## src/rtl/gic_pkg.sv

```systemverilog
package gic_pkg;
  localparam int NSRC = 3;
  localparam int BIT_FRAME = 0;
  localparam int BIT_FLUSH = 1;
  localparam int BIT_OOM   = 2;

  typedef enum logic [2:0] {
    W_STATUS = 3'd0,
    W_ENSET  = 3'd1,
    W_ENCLR  = 3'd2,
    W_BASE   = 3'd3,
    W_SIZE   = 3'd4
  } word_e;

  // status update: clear-by-one first, then a same-edge event re-sets
  function automatic logic [NSRC-1:0] w1c_next(input logic [NSRC-1:0] cur,
                                               input logic [NSRC-1:0] clr,
                                               input logic [NSRC-1:0] ev);
    return (cur & ~clr) | ev;
  endfunction

  function automatic logic [NSRC-1:0] mask_next(input logic [NSRC-1:0] cur,
                                                input logic [NSRC-1:0] set,
                                                input logic [NSRC-1:0] clr);
    return (cur | set) & ~clr;
  endfunction
endpackage

```

## src/rtl/gic_status.sv

```systemverilog
module gic_status
  import gic_pkg::*;
(
  input  logic            clk,
  input  logic            rst_n,
  input  logic [NSRC-1:0] ev,
  input  logic [NSRC-1:0] clr,
  output logic [NSRC-1:0] sts
);
  always_ff @(posedge clk or negedge rst_n) begin
    if (!rst_n) sts <= '0;
    else        sts <= w1c_next(sts, clr, ev);
  end

  for (genvar i = 0; i < NSRC; i++) begin : g_chk
    // an event always lands, even against a clear
    assert_event_sets_R12: assert property (@(posedge clk) disable iff (!rst_n)
      ev[i] |=> sts[i]);
    // a clear without a competing event empties the bit
    assert_w1c_clears_R2: assert property (@(posedge clk) disable iff (!rst_n)
      (clr[i] && !ev[i]) |=> !sts[i]);
    // no clear and no event leaves the bit alone
    assert_w1c_holds_R2: assert property (@(posedge clk) disable iff (!rst_n)
      (!clr[i] && !ev[i]) |=> (sts[i] == $past(sts[i])));
  end
endmodule

```

## src/rtl/gic_enable.sv

```systemverilog
module gic_enable
  import gic_pkg::*;
(
  input  logic            clk,
  input  logic            rst_n,
  input  logic [NSRC-1:0] set,
  input  logic [NSRC-1:0] clr,
  output logic [NSRC-1:0] en
);
  always_ff @(posedge clk or negedge rst_n) begin
    if (!rst_n) en <= '0;
    else        en <= mask_next(en, set, clr);
  end

  for (genvar i = 0; i < NSRC; i++) begin : g_chk
    assert_set_R3: assert property (@(posedge clk) disable iff (!rst_n)
      (set[i] && !clr[i]) |=> en[i]);
    assert_clear_R4: assert property (@(posedge clk) disable iff (!rst_n)
      clr[i] |=> !en[i]);
  end
endmodule

```

## src/rtl/gic_ovf.sv

```systemverilog
module gic_ovf #(
  parameter int DATA_W = 32
) (
  input  logic              clk,
  input  logic              rst_n,
  input  logic              wr_base,
  input  logic              wr_size,
  input  logic              take,
  input  logic [DATA_W-1:0] wdata,
  output logic [DATA_W-1:0] base,
  output logic [DATA_W-1:0] size,
  output logic              starved
);
  always_ff @(posedge clk or negedge rst_n) begin
    if (!rst_n) begin
      base <= '0;
      size <= '0;
    end else begin
      if (wr_base) base <= wdata;
      if (wr_size)   size <= wdata;
      else if (take) size <= '0;
    end
  end

  assign starved = (size == '0);

  assert_take_empties_R9: assert property (@(posedge clk) disable iff (!rst_n)
    (take && !wr_size) |=> (size == '0));
  assert_write_wins_R9: assert property (@(posedge clk) disable iff (!rst_n)
    wr_size |=> (size == $past(wdata)));
  assert_base_holds_R8: assert property (@(posedge clk) disable iff (!rst_n)
    !wr_base |=> $stable(base));
endmodule

```

## src/rtl/gic_top.sv

```systemverilog
module gic_top
  import gic_pkg::*;
#(
  parameter int ADDR_W = 3,
  parameter int DATA_W = 32
) (
  input  logic              clk,
  input  logic              rst_n,
  input  logic              bus_wr,
  input  logic [ADDR_W-1:0] bus_addr,
  input  logic [DATA_W-1:0] bus_wdata,
  output logic [DATA_W-1:0] bus_rdata,
  input  logic              frame_done,
  input  logic              flush_done,
  input  logic              ovf_take,
  output logic [DATA_W-1:0] ovf_base,
  output logic [DATA_W-1:0] ovf_size,
  output logic              irq
);
  localparam int PAD_W = DATA_W - NSRC;

  logic            hit_sts, hit_set, hit_clr, hit_base, hit_size;
  logic [NSRC-1:0] wbits, sts_clr, en_set, en_clr, events;
  logic [NSRC-1:0] sts, en, pending;
  logic            starved;

  assign hit_sts  = bus_wr && (bus_addr == ADDR_W'(W_STATUS));
  assign hit_set  = bus_wr && (bus_addr == ADDR_W'(W_ENSET));
  assign hit_clr  = bus_wr && (bus_addr == ADDR_W'(W_ENCLR));
  assign hit_base = bus_wr && (bus_addr == ADDR_W'(W_BASE));
  assign hit_size = bus_wr && (bus_addr == ADDR_W'(W_SIZE));

  assign wbits   = bus_wdata[NSRC-1:0];
  assign sts_clr = hit_sts ? wbits : '0;
  assign en_set  = hit_set ? wbits : '0;
  assign en_clr  = hit_clr ? wbits : '0;

  always_comb begin
    events            = '0;
    events[BIT_FRAME] = frame_done;
    events[BIT_FLUSH] = flush_done;
    events[BIT_OOM]   = starved;
  end

  gic_status u_sts (.clk(clk), .rst_n(rst_n), .ev(events), .clr(sts_clr), .sts(sts));
  gic_enable u_en  (.clk(clk), .rst_n(rst_n), .set(en_set), .clr(en_clr), .en(en));
  gic_ovf #(.DATA_W(DATA_W)) u_ovf (
    .clk(clk), .rst_n(rst_n), .wr_base(hit_base), .wr_size(hit_size),
    .take(ovf_take), .wdata(bus_wdata), .base(ovf_base), .size(ovf_size),
    .starved(starved));

  assign pending = sts & en;
  assign irq     = |pending;

  always_comb begin
    unique case (bus_addr)
      ADDR_W'(W_STATUS): bus_rdata = {{PAD_W{1'b0}}, sts};
      ADDR_W'(W_ENSET),
      ADDR_W'(W_ENCLR):  bus_rdata = {{PAD_W{1'b0}}, en};
      ADDR_W'(W_BASE):   bus_rdata = ovf_base;
      ADDR_W'(W_SIZE):   bus_rdata = ovf_size;
      default:           bus_rdata = '0;
    endcase
  end

  // with no overflow memory the out-of-memory bit is set after every edge
  assert_oom_relatch_R7: assert property (@(posedge clk) disable iff (!rst_n)
    (ovf_size == '0) |=> sts[BIT_OOM]);
  // the line needs an enabled source and a pending status bit
  assert_irq_needs_enable_R10: assert property (@(posedge clk) disable iff (!rst_n)
    irq |-> ((en != '0) && (sts != '0)));
  // reset leaves the line low
  assert_reset_quiet_R1: assert property (@(posedge clk)
    !rst_n |-> !irq);
endmodule

```

## config.mk

```make
export PLATFORM = sky130hd
export DESIGN_NAME = gic_top
export DESIGN_NICKNAME = d
export VERILOG_FILES = /design/src/rtl/gic_pkg.sv /design/src/rtl/gic_status.sv /design/src/rtl/gic_enable.sv /design/src/rtl/gic_ovf.sv /design/src/rtl/gic_top.sv
export SDC_FILE = /design/constraint.sdc
export NUM_CORES = 1
export LEC_CHECK = 0
export CORE_UTILIZATION = 40
export DETAILED_ROUTE_END_ITERATION = 8
export DONT_BUFFER_PORTS = 1
export GPL_TIMING_DRIVEN = 1
export PLACE_DENSITY = 0.51
export SYNTH_ARGS = -nofsm -noshare
export SYNTH_HDL_FRONTEND = slang
export SYNTH_SLANG_ARGS = --single-unit
```

## constraint.sdc

```tcl
create_clock -name clk -period 1.4 [get_ports clk]
set_input_delay 0.07 -clock clk [delete_from_list [all_inputs] [get_ports clk]]
set_output_delay 0.07 -clock clk [all_outputs]
set_load 0.01 [all_outputs]
```

# --- Yosys cells after proc, flatten, opt, wreduce, memory -nomap -nowiden ---
# Cells that the tools add are included.
totals:
  out_inout_bits: 97
  regBits: 70
  elab_cells: 31
  input_bits: 41
classes:
  bitwise_logic: 7
  eq_ne: 4
  n_reduce_logical: 10
  mux: 6
ops:
  columns: ["op", "n"]
  rows:
  - ["32-bit one-hot mux with 4 select lines", 1]
  - ["32-bit two-way mux", 2]
  - ["32-bit logical NOT", 1]
  - ["3-bit bitwise AND", 3]
  - ["3-bit two-way mux", 3]
  - ["3-bit by 2-bit == test with 1-bit output (second input constant)", 2]
  - ["3-bit NOT", 2]
  - ["3-bit OR", 2]
  - ["1-bit logical AND", 5]
  - ["3-bit by 1-bit == test with 1-bit output (second input constant)", 1]
  - ["3-bit == test (second input constant)", 1]
  - ["3-bit logical NOT", 1]
  - ["3-bit OR reduction", 1]
  - ["2-bit nonzero test", 1]
  - ["2-bit OR reduction", 1]

# --- Logic depth before layout (Yosys ltp) ---
# Gate-level depths: netlist of the first run.
logic_depth:
  ltp_word: 6
  depth_mapped: 6
  mapped_depth_nobuf: 3

# --- Modules after synthesis ---
# From an unflattened synthesis of the first run, not the netlist that was laid out.
hier_totals:
  cells_unflattened: 240
  area_unflattened_um2: 3393.3
by_module_without_submodules:
  columns: ["mod", "seq_area_each_um2", "n_inst", "cells_per_inst", "area_per_inst_um2"]
  rows:
  - ["gic_ovf", 1601.5, 1, 151, 2572.5]
  - ["gic_top", 0.0, 1, 74, 606.8]
  - ["gic_status", 75.1, 1, 9, 108.9]
  - ["gic_enable", 75.1, 1, 6, 105.1]

# --- Worst setup path before layout of the first run ---
# No wires, ideal clock.
synth_path:
  path_type: "input to register"
  start: "input port bus_addr[2]"
  end: "register u_ovf.base[10]"
  arrival_time_ns: 0.982
  cell_stages: 5
  path_slack_ns: 0.293
  setup_time_ns: 0.125
  t_required_ns: 1.275
  path_buffers: 2
  cell_sequence: "buf_6 and3b_2 nand2_4 buf_6 mux2_4"
synth_between:
  elab_chain_cells: 2
synth_rtl:
  columns: ["item", "line_no", "rtl"]
  rows:
  - ["from (decl)", "gic_top.sv:10", "input logic [ADDR_W-1:0] bus_addr,"]
  - ["3-bit by 2-bit == test with 1-bit output", "gic_top.sv:30", "assign hit_base = bus_wr && (bus_addr == ADDR_W'(W_BASE));"]
  - ["1-bit logical AND", "gic_top.sv:30", null]
  - ["to (signal assigned)", "gic_ovf.sv:19", "if (wr_base) base <= wdata;"]
  - ["to (decl)", "gic_ovf.sv:10", "output logic [DATA_W-1:0] base,"]
# Every way passes these cells.
# A chain may end at the register's enable or synchronous reset.

# --- Final worst setup path of the first run ---
layout_path:
  start: "register u_ovf.base[2]"
  end: "output port bus_rdata[2]"
layout_between:
  elab_chain_cells: 1
layout_rtl:
  columns: ["item", "line_no", "rtl"]
  rows:
  - ["32-bit one-hot mux with 4 select lines", "gic_top.sv:56", "unique case (bus_addr)"]
  - ["to (decl)", "gic_top.sv:12", "output logic [DATA_W-1:0] bus_rdata,"]
# Every way passes these cells.

==> results of run 1 <==
[power breakdown]
group	internal [mW]	leakage, nW	switching (mW)
logic	0.535	1.15	0.266
registers	2.27	0.870	0.355
clock network	1.23	0.126	0.771
[layout make-up]
class / count / area (um2) / area share
timing repair buffer: 93 / 933 / 0.199
tap: 105 / 131 / 0.0280
clock inverter: 6 / 109 / 0.0232
clock buffer: 10 / 138 / 0.0294
multi-input combinational: 206 / 1600 / 0.342
inverter: 4 / 15.0 / 0.00320
sequential: 70 / 1760 / 0.375
[worst max path at each step]
stage | startpoint | to | cells after the start
3_3_place_gp | u_ovf.size[14]$_DFFE_PN0P_ | u_sts.sts[2]$_DFF_PN0_ | 3
4_1_cts | u_ovf.base[2]$_DFFE_PN0P_ | bus_rdata[2] | 3
3_5_place_dp | u_ovf.size[5]$_DFFE_PN0P_ | u_sts.sts[2]$_DFF_PN0_ | 3
2_1_floorplan | bus_addr[2] | u_ovf.base[10]$_DFFE_PN0P_ | 5
5_1_grt | u_ovf.base[1]$_DFFE_PN0P_ | bus_rdata[1] | 3
6_report | u_ovf.base[2]$_DFFE_PN0P_ | bus_rdata[2] | 3
[through the flow]
step | area [um2] | hold WS, ps
after floorplan | 3450 | -226
after global placement | 3670 | -224
after detailed placement | 3670 | -223
after CTS | 4640 | -606
after global routing | 4690 | -615
final | 4690 | -578
[worst register-to-register path, delay by kind of cell (launching register included)]
kind,cells,cell delay [ps]
buffers and inverters,2,720
AO/OA/AOI/OAI,1,50
flip-flops,1,380
AND/OR/NAND/NOR,1,70
[synth_stat cells, types with 2 or more instances]
library cell,n
buf_6,4
nor4_1,8
nand4_1,2
mux2_4,30
inv_1,4
buf_2,12
nand2b_1,32
o21ai_0,38
nand2_1,39
mux2_2,5
mux2i_1,6
dfrtp_1,70
a21oi_1,3
clkbuf_1,6
a21o_1,2
a22o_1,29
o21ai_1,2
[cells by family (layout without fill, tap and decap cells)]
group | Yosys count | in the layout | synth area share
AND/OR/NAND/NOR | 88 | 88 | 0.138
AO/OA/AOI/OAI | 77 | 77 | 0.148
flip-flops | 70 | 70 | 0.508
multiplexers | 41 | 41 | 0.164
buffers and inverters | 26 | 113 | 0.0413
[state kept, by name, indices dropped and copies added (netlist names)]
| name | cells |
|---|---|
| u_ovf.base | 32 |
| u_sts.sts | 3 |
| u_en.en | 3 |
| u_ovf.size | 32 |
[layer usage]
layer | vias to the layer above | GRT usage | routed length, um
met3 | 6 | 0.0596 | 577
li1 | 1241 | - | -
met1 | 1375 | 0.288 | 4230
met5 | - | 0 | 0
met4 | 0 | 0.0758 | 78
met2 | 87 | 0.353 | 4500
[what timing repair did]
| item | CTS | global route |
|---|---|---|
| gates resized for setup | 4 | 11 |
| pin swaps | 1 | 0 |
| endpoints found under the hold margin | 140 | 71 |
| buffers inserted | 0 | 4 |
| hold buffers | 69 | 1 |
| endpoints found under the setup margin | 3 | 14 |
[layout by cell type (no fill, tap or decap), types with 2 or more instances in the layout]
cell type       n
inv_1           4
bufinv_16       3
nand2_1        39
o21ai_0        35
mux2_4         31
mux2i_1         6
dfrtp_2         6
dlygate4sd3_1  69
a21o_1          2
buf_12          5
mux2_2          4
clkbuf_8       10
a21oi_1         3
nor4_1          8
buf_4          19
dfrtp_1        64
clkinv_2        2
nand2b_1       32
a22o_1         29
o21ai_1         3
nand4_1         2
==> summary.log, run 1 <==
[place] Routability Congestion 0.732
[sta] final period demand of the worst path 1360 ps
[sta] final hold violation count 70
[route] count of nets left with antenna violations after detail routing 0
[logic_synthesis] synthesized area 3450 um2
[sta] Worst Hold Slack -578 ps
[clocking] H-tree level count 3
[finish] n_diodes 0
[worst_setup_path] Top delay family on crit path flip-flops
[route] initial drt markers 99
[die] Chip Height 94.9 um
[worst_setup_path] CP Capture Type primary output
[die] initial standard-cell utilization of the core 0.416
[sta] period utilisation layout 0.972
[place] placement-stage worst setup slack 147 ps
[sta] setup violation total in the final timing report 0
[worst_setup_path] critical path launch point type register
[run_status] violations in the final reports negative hold slack
[worst_setup_path] kind of critical path register to primary output
[logic_synthesis] Syn Inst Count 302
[logic_synthesis] area share of the largest cell type after synthesis 0.508
[clocking] clock tree sinks 70
[logic_synthesis] count of unique library cells instantiated by Yosys 27
[place] count of input and output buffers 0
[finish] share of the core filled with cells in the final layout 0.565
[route] routed via count 2709
[clocking] worst-skew pair later-pin latency 340 ps
[power_and_ir_drop] cell area power density 1160 nW/um2
[die] ports placed on the boundary 138
[sta] final slew viol count 0
[finish] # nets final 425
[global_routing] vias in the first global route 2800
[run] maxcap violations 0
[worst_setup_path] number of cells traversed by the worst register-to-register path 4
[finish] layout overhead on the synthesized area 35.9%
[die] area of the die 9000 um2
[sta] actual transition at the worst max-transition pin 424 ps
[route] number of detailed-route iterations in the first pass 4
[global_routing] number of antenna violations at the first check in global routing 0
[die] num rows 33
[worst_setup_path] launch point of the worst reg-to-reg path u_ovf.size[9]$_DFFE_PN0P_
[sta] setup_tns 0 ps
[logic_synthesis] EDFF count, synth 0
[sta] final clock skew 9.73 ps
[place] cell count after placement 405
[worst_setup_path] cell with the largest stage delay on the worst path dfrtp_2
[hold_path] class of the worst hold path input port to asynchronous set/reset pin
[global_routing] Global Route Usage Sum 0.221
[route] vias per cell 5.48
[run_status] result of the run finished with violations
[sta] final critical-path setup slack 39.0 ps
[worst_setup_path] worst-path cell chain mux2i_1 -> mux2_2 -> o21ai_4
[worst_setup_path] highest net fanout along the worst path 3
[die] Core Footprint 8300 um2
[logic_synthesis] number of warnings printed during yosys synthesis 0
[logic_synthesis] ranking of synthesized cells by area dfrtp_1 51%, mux2_4 13%, a22o_1 7.4%
[worst_setup_path] data arrival time of the critical path 1290 ps
[global_routing] total global routing overflow 0
[logic_synthesis] Syn Area/Cell 11.4 um2
[route] post-detailed-route wirelength per cell 19.0 um
[global_routing] pin count of the biggest net entering global routing 71
[clocking] deepest clock path buffer count 2
[finish] proportion of layout cells with a drive suffix above 1 0.231
[worst_setup_path] CP peak stage delay 420 ps
[global_routing] first-pass GRT wire length 14700 um
[logic_synthesis] Yosys reg bits 70
[worst_setup_path] R2R setup slack 60 ps
[power_and_ir_drop] Total Power 5.43 mW
[route] WL final 9390 um
[clocking] buffer cell driving the clock tree root clkbuf_8
[worst_setup_path] worst reg2reg endpoint u_ovf.size[9]$_DFFE_PN0P_
[logic_synthesis] synthesized net count 343
[worst_setup_path] combined buffer and inverter count along the critical path 0
[power_and_ir_drop] worst IR drop on VDD 0.519 mV
[finish] non-filler instance count after layout 494
[worst_setup_path] data required time at the worst endpoint 1330 ps
[clocking] number of buffers created by CTS 9
[logic_synthesis] portion of the post-synthesis area used by sequential elements 0.508
[finish] number of inserted filler cells in the final layout 738
[die] Die X 94.9 um
[route] remaining routing DRC violations 0
[logic_synthesis] area leader, netlist dfrtp_1
[power_and_ir_drop] Static Leakage 2.15 nW
[logic_synthesis] asr flop ratio synth 1.00
[clocking] Worst-path clk slew 70 ps
[sta] Fmax 0.735 GHz
[place] estimated wirelength of the detail-placed design 5910 um
[clocking] CTS tree built
[logic_synthesis] commonest register cell after synthesis dfrtp_1
[sta] Slew HR 0.715
[sta] setup repair after global routing missed its margin true
Note: power is estimated with default switching activity, not from simulation.
==> run 2: changes to the inputs <==
Settings changed: CORE_MARGIN set to 2, GPL_TIMING_DRIVEN 1 to 0.
==> run 2 against run 1 <==
  * The run still ends with negative hold slack left
  * Clock power shrank 32%
  * Clock-buffer cell count is the same
  * Setup slack lost 4.3 ps
  * Non-clock buffer count shrank 34
  * Worst hold slack gained 3.8 ps
  * Global-route usage shrank 0.19 points
  * Die area grew 4.3%
  * Critical path depth is the same
  * Fmax shrank 0.32%
  * Combinational power shrank 5.1%
  * Final cell count shrank 7.1%
==> summary.log, run 2 (synthesis results as in run 1) <==
[run_status] result of the run finished with violations
[run_status] violations in the final reports negative hold slack
[place] Routability Congestion 0.793 [+8.4%]
[place] placed standard-cell area 3580 um2 [-2.6%]
[power_and_ir_drop] cell area power density 1140 nW/um2 [-1.5%]
[die] Core Footprint 8300 um2 [unchanged]
[clocking] clock tree sinks 70 [unchanged]
[finish] proportion of layout cells with a drive suffix above 1 0.226 [-0.00537]
[route] remaining routing DRC violations 0 [unchanged]
[route] vias per cell 5.59 [+1.9%]
[clocking] deepest clock path buffer count 2 [unchanged]
[clocking] H-tree level count 3 [unchanged]
[sta] Worst Hold Slack -574 ps [+3.84 ps]
[global_routing] number of antenna violations at the first check in global routing 0 [unchanged]
[sta] period utilisation layout 0.975 [+0.00310]
[global_routing] Global Route Usage Sum 0.219 [-0.00188]
[sta] final slew viol count 0 [unchanged]
[worst_setup_path] CP peak stage delay 430 ps [about the same]
[worst_setup_path] kind of critical path register to primary output
[finish] cell area after layout 4190 um2 [-11%]
[sta] Fmax 0.732 GHz [-0.32%]
[clocking] CTS tree built
[die] num rows 33 [unchanged]
[clocking] hold buffers post-CTS 36 [-48%]
[die] initial standard-cell utilization of the core 0.416 [unchanged]
[route] number of detailed-route iterations in the first pass 4 [unchanged]
[route] post-detailed-route wirelength per cell 21.9 um [+15%]
[worst_setup_path] critical path launch point type register
[power_and_ir_drop] P_int 3.37 mW [-16%]
[sta] setup violation total in the final timing report 0 [unchanged]
[finish] number of inserted filler cells in the final layout 774 [+4.9%]
[run] maxcap violations 0 [unchanged]
[worst_setup_path] highest net fanout along the worst path 3 [unchanged]
[die] area of the die 9380 um2 [+4.3%]
[power_and_ir_drop] switching pwr 1.40 mW [+0.91%]
[finish] layout overhead on the synthesized area 21.4%
[route] initial drt markers 94 [-5.1%]
[place] estimated wirelength of the detail-placed design 6830 um [+16%]
[clocking] worst-skew pair later-pin latency 330 ps [about the same]
[finish] # nets final 391 [-8.0%]
[place] placement-stage worst setup slack -11.1 ps [-158 ps]
[clocking] buffer cell driving the clock tree root clkbuf_8
[clocking] Worst-path clk slew 70 ps [about the same]
[sta] Slew HR 0.515 [-0.200]
[route] WL final 10000 um [+6.9%]
[worst_setup_path] cell with the largest stage delay on the worst path dfrtp_1
[place] count of input and output buffers 0 [unchanged]
[route] routed via count 2564 [-5.4%]
[sta] final period demand of the worst path 1370 ps [+4.34 ps]
[sta] final clock skew 5.58 ps [-4.15 ps]
[global_routing] first-pass GRT wire length 16000 um [+8.8%]
[worst_setup_path] launch point of the worst reg-to-reg path u_ovf.size[9]$_DFFE_PN0P_
[power_and_ir_drop] Total Power 4.78 mW [-12%]
[worst_setup_path] data arrival time of the critical path 1300 ps [about the same]
[sta] final hold violation count 70 [unchanged]
[finish] top library cells by usage in the layout, fill and taps aside 68 x dfrtp_1, 39 x nand2_1, 38 x o21ai_0
[power_and_ir_drop] combinational fraction of design power 0.159 [+0.011]
[sta] setup repair after global routing missed its margin true
[die] Die X 96.9 um [+2.1%]
[power_and_ir_drop] part of the power in registers 0.556 [+0.072]
[finish] most common cell after layout, fill and taps aside dfrtp_1
[power_and_ir_drop] Static Leakage 1.88 nW [-13%]
[global_routing] pin count of the biggest net entering global routing 71 [unchanged]
[sta] final critical-path setup slack 34.7 ps [-4.34 ps]
[power_and_ir_drop] worst IR drop on VDD 0.546 mV [+5.3%]
[global_routing] vias in the first global route 2694 [-3.8%]
[hold_path] class of the worst hold path input port to asynchronous set/reset pin
[power_and_ir_drop] share of power burned in the clock network 0.284 [-0.085]
[sta] actual transition at the worst max-transition pin 728 ps [+304 ps]
[worst_setup_path] worst-path cell chain mux2i_1 -> mux2_2 -> o21ai_2
[die] ports placed on the boundary 138 [unchanged]
[worst_setup_path] CP Capture Type primary output
[clocking] number of buffers created by CTS 9 [unchanged]
[finish] n_diodes 0 [unchanged]
[finish] share of the core filled with cells in the final layout 0.504 [-0.0603]
[global_routing] total global routing overflow 0 [unchanged]
[route] count of nets left with antenna violations after detail routing 0 [unchanged]
[finish] largest registers in the final layout u_ovf.base x32, u_ovf.size x32
[worst_setup_path] timing startpoint of the critical path u_ovf.base[2]$_DFFE_PN0P_
[die] Chip Height 96.9 um [+2.1%]
[worst_setup_path] data required time at the worst endpoint 1330 ps [about the same]
[power_and_ir_drop] Switching Share 0.294 [+0.0376]
## run 2: cell types whose count changed in the layout (fill, tap and decap cells not counted), moves of 3 or more
cell and change:
buf_12 -5, nor4_2 +3, dlygate4sd3_1 -33, o21ai_1 -3, clkbuf_1 +7, dfrtp_1 +4
o21ai_0 +3, dfrtp_2 -4, buf_4 -18, buf_6 +4, bufinv_16 -3, buf_2 +10
nor4_1 -4
## run 2: power by group through the flow
stage	registers [mW]	logic, mW	clock network [mW]
global placement	2.68	0.620	0
floorplan	2.60	0.545	0
detailed placement	2.69	0.631	0
finish	2.66	0.760	1.36
CTS	2.65	0.749	1.41
global route	2.70	0.824	1.49
## run 2: final timing paths
kind                                              end  depth (start not counted)  slack (ps)
max                                      bus_rdata[2]                          3          30
min                            u_sts.sts[0]$_DFF_PN0_                          0        -570
max reg2reg                 u_ovf.size[9]$_DFFE_PN0P_                          3          90
min reg2reg                    u_sts.sts[1]$_DFF_PN0_                          1         520
max in group asynchronous  u_ovf.size[10]$_DFFE_PN0P_                          0        1840
min in group clk                 u_en.en[2]$_DFF_PN0_                          3         100
## run 2: worst max-delay path, delay by kind of cell, from the launching register on
kind	cells	cell delay, ps
compound gates	1	170
flops	1	430
mux	2	370
## run 2: what timing repair did
action	4_1_cts	5_1_grt
setup endpoints to repair	4	7
pin swaps	1	1
gates resized for setup	5	11
hold endpoints to repair	140	70
setup buffers	0	1
## run 2: cell type report
| class | instances | area, um2 | area share |
|---|---|---|---|
| buffer | 22 | 133 | 0.0317 |
| clock buffer | 10 | 128 | 0.0305 |
| multi-input combinational | 206 | 1630 | 0.389 |
| inverter | 4 | 15.0 | 0.00359 |
| clock inverter | 5 | 27.5 | 0.00658 |
| timing repair buffer | 37 | 368 | 0.0879 |
| tap | 105 | 131 | 0.0314 |
| sequential | 70 | 1750 | 0.419 |
## run 2: metrics by stage
step                cells  TNS, ps
global placement      407        0
global route          459     -110
floorplan             302        0
CTS                   458        0
finish                459        0
detailed placement    407    -11.1
## run 2: layer usage
layer / vias up / share of wire / global-route usage
met3: 5 / 0.076 / 0.0809
met5: - / 0 / 0
li1: 1171 / - / -
met2: 99 / 0.49 / 0.351
met4: 0 / 0.0062 / 0.0325
met1: 1289 / 0.43 / 0.291
